$ cat src/rtl/agen_pkg.sv
package agen_pkg;
    localparam int unsigned AGEN_LVLS = 2;
    localparam int unsigned LVL_IN    = 0;
    localparam int unsigned LVL_OUT   = 1;

    typedef enum logic [1:0] {
        S_IDLE  = 2'd0,
        S_ISSUE = 2'd1,
        S_GAP   = 2'd2,
        S_FIN   = 2'd3
    } agen_state_e;
endpackage

$ cat src/rtl/agen_cfg.sv
module agen_cfg #(
    parameter int unsigned ADDR_W = 8,
    parameter int unsigned ITER_W = 6,
    parameter int unsigned DLY_W  = 3,
    parameter int unsigned LVLS   = 2,
    localparam int unsigned SEL_W = (LVLS > 1) ? $clog2(LVLS) : 1
) (
    input  logic                          clk,
    input  logic                          rst_n,
    input  logic                          base_we,
    input  logic [ADDR_W-1:0]             base_in,
    input  logic                          lvl_we,
    input  logic [SEL_W-1:0]              lvl_sel,
    input  logic [ITER_W-1:0]             iter_in,
    input  logic [ADDR_W-1:0]             stride_in,
    input  logic [DLY_W-1:0]              dly_in,
    output logic [ADDR_W-1:0]             base_q,
    output logic [LVLS-1:0][ITER_W-1:0]   iter_q,
    output logic [LVLS-1:0][ADDR_W-1:0]   stride_q,
    output logic [LVLS-1:0][DLY_W-1:0]    dly_q
);
    always_ff @(posedge clk) begin
        if (!rst_n)       base_q <= '0;
        else if (base_we) base_q <= base_in;
    end

    for (genvar g = 0; g < LVLS; g++) begin : g_lvl
        always_ff @(posedge clk) begin
            if (!rst_n) begin
                iter_q[g]   <= '0;
                stride_q[g] <= '0;
                dly_q[g]    <= '0;
            end else if (lvl_we && (lvl_sel == SEL_W'(g))) begin
                iter_q[g]   <= iter_in;
                stride_q[g] <= stride_in;
                dly_q[g]    <= dly_in;
            end else if (base_we) begin
                iter_q[g]   <= '0;
                stride_q[g] <= '0;
                dly_q[g]    <= '0;
            end
        end
    end
endmodule

$ cat src/rtl/agen_lvl_cnt.sv
module agen_lvl_cnt #(
    parameter int unsigned W = 6
) (
    input  logic         clk,
    input  logic         rst_n,
    input  logic         clr,
    input  logic         inc,
    input  logic [W-1:0] lim,
    output logic [W-1:0] cnt,
    output logic         last
);
    always_ff @(posedge clk) begin
        if (!rst_n)   cnt <= '0;
        else if (clr) cnt <= '0;
        else if (inc) cnt <= cnt + W'(1);
    end

    assign last = (cnt == lim);
endmodule

$ cat src/rtl/agen_addr.sv
module agen_addr #(
    parameter int unsigned ADDR_W = 8
) (
    input  logic              clk,
    input  logic              rst_n,
    input  logic              load,
    input  logic [ADDR_W-1:0] start,
    input  logic              step_in,
    input  logic              step_out,
    input  logic [ADDR_W-1:0] s_in,
    input  logic [ADDR_W-1:0] s_out,
    output logic [ADDR_W-1:0] addr
);
    logic [ADDR_W-1:0] row_base;

    always_ff @(posedge clk) begin
        if (!rst_n) begin
            row_base <= '0;
            addr     <= '0;
        end else if (load) begin
            row_base <= start;
            addr     <= start;
        end else if (step_out) begin
            row_base <= row_base + s_out;
            addr     <= row_base + s_out;
        end else if (step_in) begin
            addr     <= addr + s_in;
        end
    end

    p_inner_step_r4: assert property (@(posedge clk) disable iff (!rst_n)
        (step_in && !load && !step_out) |=> (addr == $past(addr) + $past(s_in)));
endmodule

$ cat src/rtl/agen_gap_tmr.sv
module agen_gap_tmr #(
    parameter int unsigned DLY_W = 3
) (
    input  logic             clk,
    input  logic             rst_n,
    input  logic             load,
    input  logic [DLY_W-1:0] val,
    input  logic             run,
    output logic [DLY_W-1:0] rem
);
    always_ff @(posedge clk) begin
        if (!rst_n)                   rem <= '0;
        else if (load)                rem <= val;
        else if (run && rem != '0)    rem <= rem - DLY_W'(1);
    end
endmodule

$ cat src/rtl/agen_top.sv
module agen_top
    import agen_pkg::*;
#(
    parameter int unsigned ADDR_W = 8,
    parameter int unsigned ITER_W = 6,
    parameter int unsigned DLY_W  = 3
) (
    input  logic              clk,
    input  logic              rst_n,
    input  logic              cfg_base_we,
    input  logic [ADDR_W-1:0] cfg_base,
    input  logic              cfg_lvl_we,
    input  logic              cfg_lvl_sel,
    input  logic [ITER_W-1:0] cfg_iter,
    input  logic [ADDR_W-1:0] cfg_stride,
    input  logic [DLY_W-1:0]  cfg_delay,
    input  logic              go_i,
    output logic [ADDR_W-1:0] addr_o,
    output logic              evt_o,
    output logic              done_o,
    output logic              busy_o
);
    localparam int unsigned LVLS = AGEN_LVLS;

    agen_state_e state, state_nx;

    logic [ADDR_W-1:0]           base_q;
    logic [LVLS-1:0][ITER_W-1:0] iter_q;
    logic [LVLS-1:0][ADDR_W-1:0] stride_q;
    logic [LVLS-1:0][DLY_W-1:0]  dly_q;
    logic [LVLS-1:0][ITER_W-1:0] cnt;
    logic [LVLS-1:0]             cnt_last;
    logic [LVLS-1:0]             cnt_clr;
    logic [LVLS-1:0]             cnt_inc;
    logic                        idle;
    logic                        ld, st_in, st_out, t_load, t_run;
    logic [DLY_W-1:0]            t_val, t_rem;

    assign idle = (state == S_IDLE);

    agen_cfg #(
        .ADDR_W(ADDR_W), .ITER_W(ITER_W), .DLY_W(DLY_W), .LVLS(LVLS)
    ) u_cfg (
        .clk      (clk),
        .rst_n    (rst_n),
        .base_we  (cfg_base_we && idle),
        .base_in  (cfg_base),
        .lvl_we   (cfg_lvl_we && idle),
        .lvl_sel  (cfg_lvl_sel),
        .iter_in  (cfg_iter),
        .stride_in(cfg_stride),
        .dly_in   (cfg_delay),
        .base_q   (base_q),
        .iter_q   (iter_q),
        .stride_q (stride_q),
        .dly_q    (dly_q)
    );

    for (genvar g = 0; g < LVLS; g++) begin : g_cnt
        agen_lvl_cnt #(.W(ITER_W)) u_cnt (
            .clk  (clk),
            .rst_n(rst_n),
            .clr  (cnt_clr[g]),
            .inc  (cnt_inc[g]),
            .lim  (iter_q[g]),
            .cnt  (cnt[g]),
            .last (cnt_last[g])
        );
    end

    agen_addr #(.ADDR_W(ADDR_W)) u_addr (
        .clk     (clk),
        .rst_n   (rst_n),
        .load    (ld),
        .start   (base_q),
        .step_in (st_in),
        .step_out(st_out),
        .s_in    (stride_q[LVL_IN]),
        .s_out   (stride_q[LVL_OUT]),
        .addr    (addr_o)
    );

    agen_gap_tmr #(.DLY_W(DLY_W)) u_tmr (
        .clk  (clk),
        .rst_n(rst_n),
        .load (t_load),
        .val  (t_val),
        .run  (t_run),
        .rem  (t_rem)
    );

    // State register
    always_ff @(posedge clk) begin
        if (!rst_n) state <= S_IDLE;
        else        state <= state_nx;
    end

    // Next state and loop control
    always_comb begin
        state_nx = state;
        ld       = 1'b0;
        st_in    = 1'b0;
        st_out   = 1'b0;
        t_load   = 1'b0;
        t_run    = 1'b0;
        t_val    = '0;
        cnt_clr  = '0;
        cnt_inc  = '0;
        unique case (state)
            S_IDLE: begin
                if (go_i) begin
                    ld       = 1'b1;
                    cnt_clr  = '1;
                    state_nx = S_ISSUE;
                end
            end
            S_ISSUE: begin
                if (cnt_last[LVL_IN] && cnt_last[LVL_OUT]) begin
                    state_nx = S_FIN;
                end else if (cnt_last[LVL_IN]) begin
                    cnt_clr[LVL_IN]  = 1'b1;
                    cnt_inc[LVL_OUT] = 1'b1;
                    st_out           = 1'b1;
                    if (dly_q[LVL_OUT] != '0) begin
                        t_load   = 1'b1;
                        t_val    = dly_q[LVL_OUT];
                        state_nx = S_GAP;
                    end
                end else begin
                    cnt_inc[LVL_IN] = 1'b1;
                    st_in           = 1'b1;
                    if (dly_q[LVL_IN] != '0) begin
                        t_load   = 1'b1;
                        t_val    = dly_q[LVL_IN];
                        state_nx = S_GAP;
                    end
                end
            end
            S_GAP: begin
                t_run = 1'b1;
                if (t_rem == DLY_W'(1)) state_nx = S_ISSUE;
            end
            S_FIN: begin
                state_nx = S_IDLE;
            end
            default: state_nx = S_IDLE;
        endcase
    end

    // Outputs
    always_comb begin
        evt_o  = (state == S_ISSUE);
        done_o = (state == S_FIN);
        busy_o = (state != S_IDLE);
    end

    p_done_single_r7: assert property (@(posedge clk) disable iff (!rst_n)
        done_o |=> (!done_o && !busy_o));
    p_evt_done_excl_r7: assert property (@(posedge clk) disable iff (!rst_n)
        !(evt_o && done_o));
    p_go_ignored_r8: assert property (@(posedge clk) disable iff (!rst_n)
        (busy_o && !done_o && go_i) |=> busy_o);
    p_gap_timer_r6: assert property (@(posedge clk) disable iff (!rst_n)
        (state == S_GAP) |-> (t_rem != '0));
    p_cnt_bound_r3: assert property (@(posedge clk) disable iff (!rst_n)
        busy_o |-> (cnt[LVL_IN] <= iter_q[LVL_IN] && cnt[LVL_OUT] <= iter_q[LVL_OUT]));
    p_cfg_frozen_r2: assert property (@(posedge clk) disable iff (!rst_n)
        busy_o |=> (!busy_o || ($stable(iter_q) && $stable(stride_q) && $stable(dly_q))));
endmodule

$ cat config.mk
export PLATFORM = sky130hd
export DESIGN_NAME = agen_top
export DESIGN_NICKNAME = d
export VERILOG_FILES = /design/src/rtl/agen_pkg.sv /design/src/rtl/agen_cfg.sv /design/src/rtl/agen_lvl_cnt.sv /design/src/rtl/agen_addr.sv /design/src/rtl/agen_gap_tmr.sv /design/src/rtl/agen_top.sv
export SDC_FILE = /design/constraint.sdc
export NUM_CORES = 1
export LEC_CHECK = 0
export CORE_UTILIZATION = 56
export CTS_CLUSTER_DIAMETER = 200
export DETAILED_ROUTE_END_ITERATION = 10
export GPL_TIMING_DRIVEN = 0
export PLACE_DENSITY = 0.9
export SLEW_MARGIN = 30
export SYNTH_ARGS = -nofsm -noshare
export SYNTH_HDL_FRONTEND = slang
export SYNTH_SLANG_ARGS = --single-unit
$ cat constraint.sdc
create_clock -name clk -period 2.75 [get_ports clk]
set_input_delay 0.6875 -clock clk [delete_from_list [all_inputs] [get_ports clk]]
set_output_delay 0.6875 -clock clk [all_outputs]
set_load 0.05 [all_outputs]
==> impl_summary.log <==
INFO  metric outcome = finished with violations
INFO  metric violated_checks = DRC
INFO  metric asyncSetResetFlopFracSynth = 0%
INFO  metric worst_pin_slew = ~0.63 ns
INFO  metric post_synth_most_frequent_cells = 75 x sky130_fd_sc_hd__dfxtp_1, 75 x sky130_fd_sc_hd__nand2_1, 57 x sky130_fd_sc_hd__a21oi_1
INFO  metric final_weighted_congestion_of_routability_driven_global_placement = between 0.9 and 1
INFO  metric layout-drive-gt1-share = under 10%
INFO  metric crit_family = buffers and inverters
INFO  metric worstPathRequired = 2.06 ns
INFO  metric yosys_warnings = 0
INFO  metric timing.critical_path.slowest_stage_cell = sky130_fd_sc_hd__clkdlybuf4s50_1
INFO  metric worst-setup-path-type = flop to output pin
INFO  metric setup_tns_final = 0 ns
INFO  metric grt_max_degree = 18
INFO  metric die_height = 84.4 um
INFO  metric path_max_fanout = 8
INFO  metric netlist_instances = 459
INFO  metric crit_buf_inv = 2
INFO  metric clk_latency = 0.36 ns
INFO  metric data_arrival_time_of_the_critical_path = 1.85 ns
INFO  metric tritoncts_clock_tree = yes
INFO  metric globalRouteOverflowTotal = 0
INFO  metric layout.area.seq = 1500 um2
INFO  metric powerDensity = 900 nW/um2
INFO  metric cts_htree_levels = 3
INFO  metric synth.ff_latch_count = 75
INFO  metric cts.sink_count = 75
INFO  metric placed_cells_incl_taps = 577
INFO  metric post_cts_hold_buffer_count = 0
INFO  metric grt_util_all_layers = 29.3%
INFO  metric detailedRoute.firstIterationViolations = between 200 and 300
INFO  metric post_cts.repair.setup_buffers = 0
INFO  metric report.final.slew_viol_count = 0
INFO  metric filler_cell_count = 507
INFO  metric synth-seq-area-share = 39.5%
INFO  metric die_area = 7120 um2
INFO  metric max_cap_violations = 0
INFO  metric path_clk_slew = roughly 0.09 ns
INFO  metric layout_worst_path_cycle_share = ~92%
INFO  metric clock_power_share = 21.1%
INFO  metric antennaDiodeCount = 0
INFO  metric dominantRegCellSynth = sky130_fd_sc_hd__dfxtp_1
INFO  metric grt_antenna_before_repair = 0
INFO  metric max_freq = 394 MHz
INFO  metric worst_path_largest_cell_delay = 0.71 ns
INFO  metric io_pins = 42
INFO  metric layout_min_cycle_time = 2.54 ns
INFO  metric power_frac_comb = 44.0%
INFO  metric yosys.area.top_type = sky130_fd_sc_hd__dfxtp_1
INFO  metric worst_setup_path_start_kind = flop
INFO  metric synth_edf_count = 0
INFO  metric cell_internal_pwr = 2240 uW
INFO  metric yosys.cell_types.count = 52
INFO  metric synth.area.top_cells = sky130_fd_sc_hd__dfxtp_1 40%, sky130_fd_sc_hd__a21oi_1 7.5%, sky130_fd_sc_hd__nand2_1 7.4%, sky130_fd_sc_hd__ha_1 6.3%, sky130_fd_sc_hd__nand3_1 5.1%
INFO  metric buffer_ports.inserted = 41
INFO  metric grt_pass1_wl = 16200 um
INFO  metric critical_path_sink_type = output pin
INFO  metric cts_buffers = 9
INFO  metric area_growth_syn_to_layout = 18.6%
INFO  metric part_of_the_total_power_dissipated_in_sequential_elements = 34.9%
INFO  metric power.leakage = 0.00174 uW
INFO  metric core = 6460 um2
INFO  metric timing.hold.worst.class = flop to flop
INFO  metric viasPerCell = 6.06
INFO  metric synth_top_area_share = 39.5%
INFO  metric clock_path_buffers = 2
INFO  metric post_synthesis_net_count = 511
INFO  metric ant_nets = 0
INFO  metric clk_root_buffer_cell = sky130_fd_sc_hd__clkbuf_8
INFO  metric finalSetupViolCount = 0
INFO  metric netSwitchingFraction = roughly 45%
INFO  metric vdd_drop_max = about 1000 uV
INFO  metric num_rows = 29
INFO  metric nets = 563
INFO  metric initial_core_util = between 50% and 60%
INFO  metric syn_area_per_cell = ~8.3 um2
INFO  metric dr.pass1.iters = 9
INFO  metric netSwitchingPower = 1810 uW
INFO  metric hold-worst-slack = 0.467 ns
INFO  metric vias = 3592
INFO  metric finalWirelength = 10100 um
INFO  metric detail_route.wl_per_cell = 17.0 um
INFO  metric maxSlewHeadroom = about three fifths
INFO  metric multi_input_area = 2150 um2
INFO  metric post-dp-hpwl = 7530 um
INFO  metric syn-cell-area = 3800 um2
INFO  metric rsz0062_at_grt = no
INFO  metric detail_route.drc_violations = 1
INFO  metric final_instance_count_without_filler_cells = ~600
INFO  metric total_power = approximately 4100 uW
INFO  metric finClkSkew = 0.0127 ns
INFO  metric first_global_vias = 3343
INFO  metric timing.final.hold_violations = 0
INFO  metric chip_width = 84.4 um
INFO  metric timing.critical_path.cells = nor2_2 > inv_1 > clkdlybuf4s50_1
[placed cells by master (no fill, tap or decap), types with 4 or more instances in the layout]
cell,instances
sky130_fd_sc_hd__a211oi_1,6
sky130_fd_sc_hd__a21oi_1,57
sky130_fd_sc_hd__a221oi_1,4
sky130_fd_sc_hd__a22o_1,5
sky130_fd_sc_hd__a31oi_1,5
sky130_fd_sc_hd__and3_1,5
sky130_fd_sc_hd__clkbuf_1,19
sky130_fd_sc_hd__clkbuf_8,10
sky130_fd_sc_hd__clkdlybuf4s50_1,40
sky130_fd_sc_hd__dfxtp_1,75
sky130_fd_sc_hd__ha_1,19
sky130_fd_sc_hd__inv_1,15
sky130_fd_sc_hd__inv_6,4
sky130_fd_sc_hd__nand2_1,75
sky130_fd_sc_hd__nand3_1,39
sky130_fd_sc_hd__nor2_1,26
sky130_fd_sc_hd__o21ai_0,16
sky130_fd_sc_hd__or2_2,4
sky130_fd_sc_hd__xnor2_1,19
sky130_fd_sc_hd__xor2_1,12
[final timing paths]
path	start	to	slack (ns)	depth (start not counted)
hold / removal	u_cfg.base_q[3]$_SDFFE_PN0P_	u_cfg.base_q[3]$_SDFFE_PN0P_	0.47	2
hold reg to reg	u_cfg.base_q[3]$_SDFFE_PN0P_	u_cfg.base_q[3]$_SDFFE_PN0P_	0.47	2
setup / recovery	state[1]$_SDFFE_PN0P_	busy_o	0.21	3
setup reg to reg	u_cfg.stride_q[8]$_SDFFE_PN0P_	u_addr.addr[6]$_SDFFE_PN0P_	0.43	9
[power by group through the flow]
| stage | sequential, uW | combinational (uW) | clock (uW) |
|---|---|---|---|
| finish | 1410 | 1790 | 855 |
| global route | 1430 | 1930 | 916 |
| CTS | 1410 | 1760 | 864 |
| detailed placement | 1430 | 1760 | 0 |
| global placement | 1420 | 1700 | 0 |
| floorplan | 1580 | 1070 | 0 |
[final cells by class]
cell class	instances	area share, %
Buffer	22	2.17
Clock buffer	9	2.75
Clock inverter	7	1.64
Inverter	15	1.25
Multi-Input combinational cell	347	47.6
Sequential cell	75	33.3
Tap cell	77	2.14
Timing Repair Buffer	41	9.08
[timing repair]
item                       in CTS  in global routing
cloned                          0                  0
resized for setup               1                  1
setup endpoints to repair       1                  1
hold endpoints to repair        0                  0
[flip-flops by register name, indices dropped and copies added, names as in the netlist]
signal,count
u_cfg.iter_q,12
g_cnt.u_cnt.cnt,12
state,2
u_cfg.dly_q,6
u_cfg.base_q,8
u_addr.row_base,8
u_tmr.rem,3
u_cfg.stride_q,16
u_addr.addr,8
[per-stage QoR]
step | area, um2 | util, % | setup slack, ns
after floorplan | 3800 | - | 0.468
after global placement | 4310 | 66.7 | 0.149
after detailed placement | 4310 | 66.7 | 0.0427
after CTS | 4500 | 69.7 | 0.0533
after global routing | 4500 | 69.7 | 0.138
final | 4500 | 69.7 | 0.209
[metal layers]
| layer | vias to the layer above | wire [um] | GRT usage [%] |
|---|---|---|---|
| li1 | 1717 | - | - |
| met3 | 26 | 766 | 6.10 |
| met1 | 1677 | 4260 | 37.2 |
| met2 | 172 | 4790 | 49.1 |
| met5 | - | 0 | 0 |
| met4 | 0 | 281 | 11.7 |
[cells by family after synthesis]
logic type	share of synthesized area (%)
and+or+nand+nor	21.0
muxes	0.527
DFF	39.5
adders and majority gates	7.31
xor gates and xnor gates	7.15
AOI/OAI and AO/OA	20.4
buffers and inverters	4.05
[worst register-to-register path, cell delays in order, from the launching register on]
cell	delay [ns]
sky130_fd_sc_hd__dfxtp_1	0.37
sky130_fd_sc_hd__ha_1	0.22
sky130_fd_sc_hd__inv_1	0.07
sky130_fd_sc_hd__fa_1	0.39
sky130_fd_sc_hd__nand2b_1	0.18
sky130_fd_sc_hd__a21oi_1	0.19
sky130_fd_sc_hd__o21a_1	0.15
sky130_fd_sc_hd__o21ai_0	0.08
sky130_fd_sc_hd__a32o_1	0.32
sky130_fd_sc_hd__o221a_2	0.26
Power figures use the tool's default switching activity.
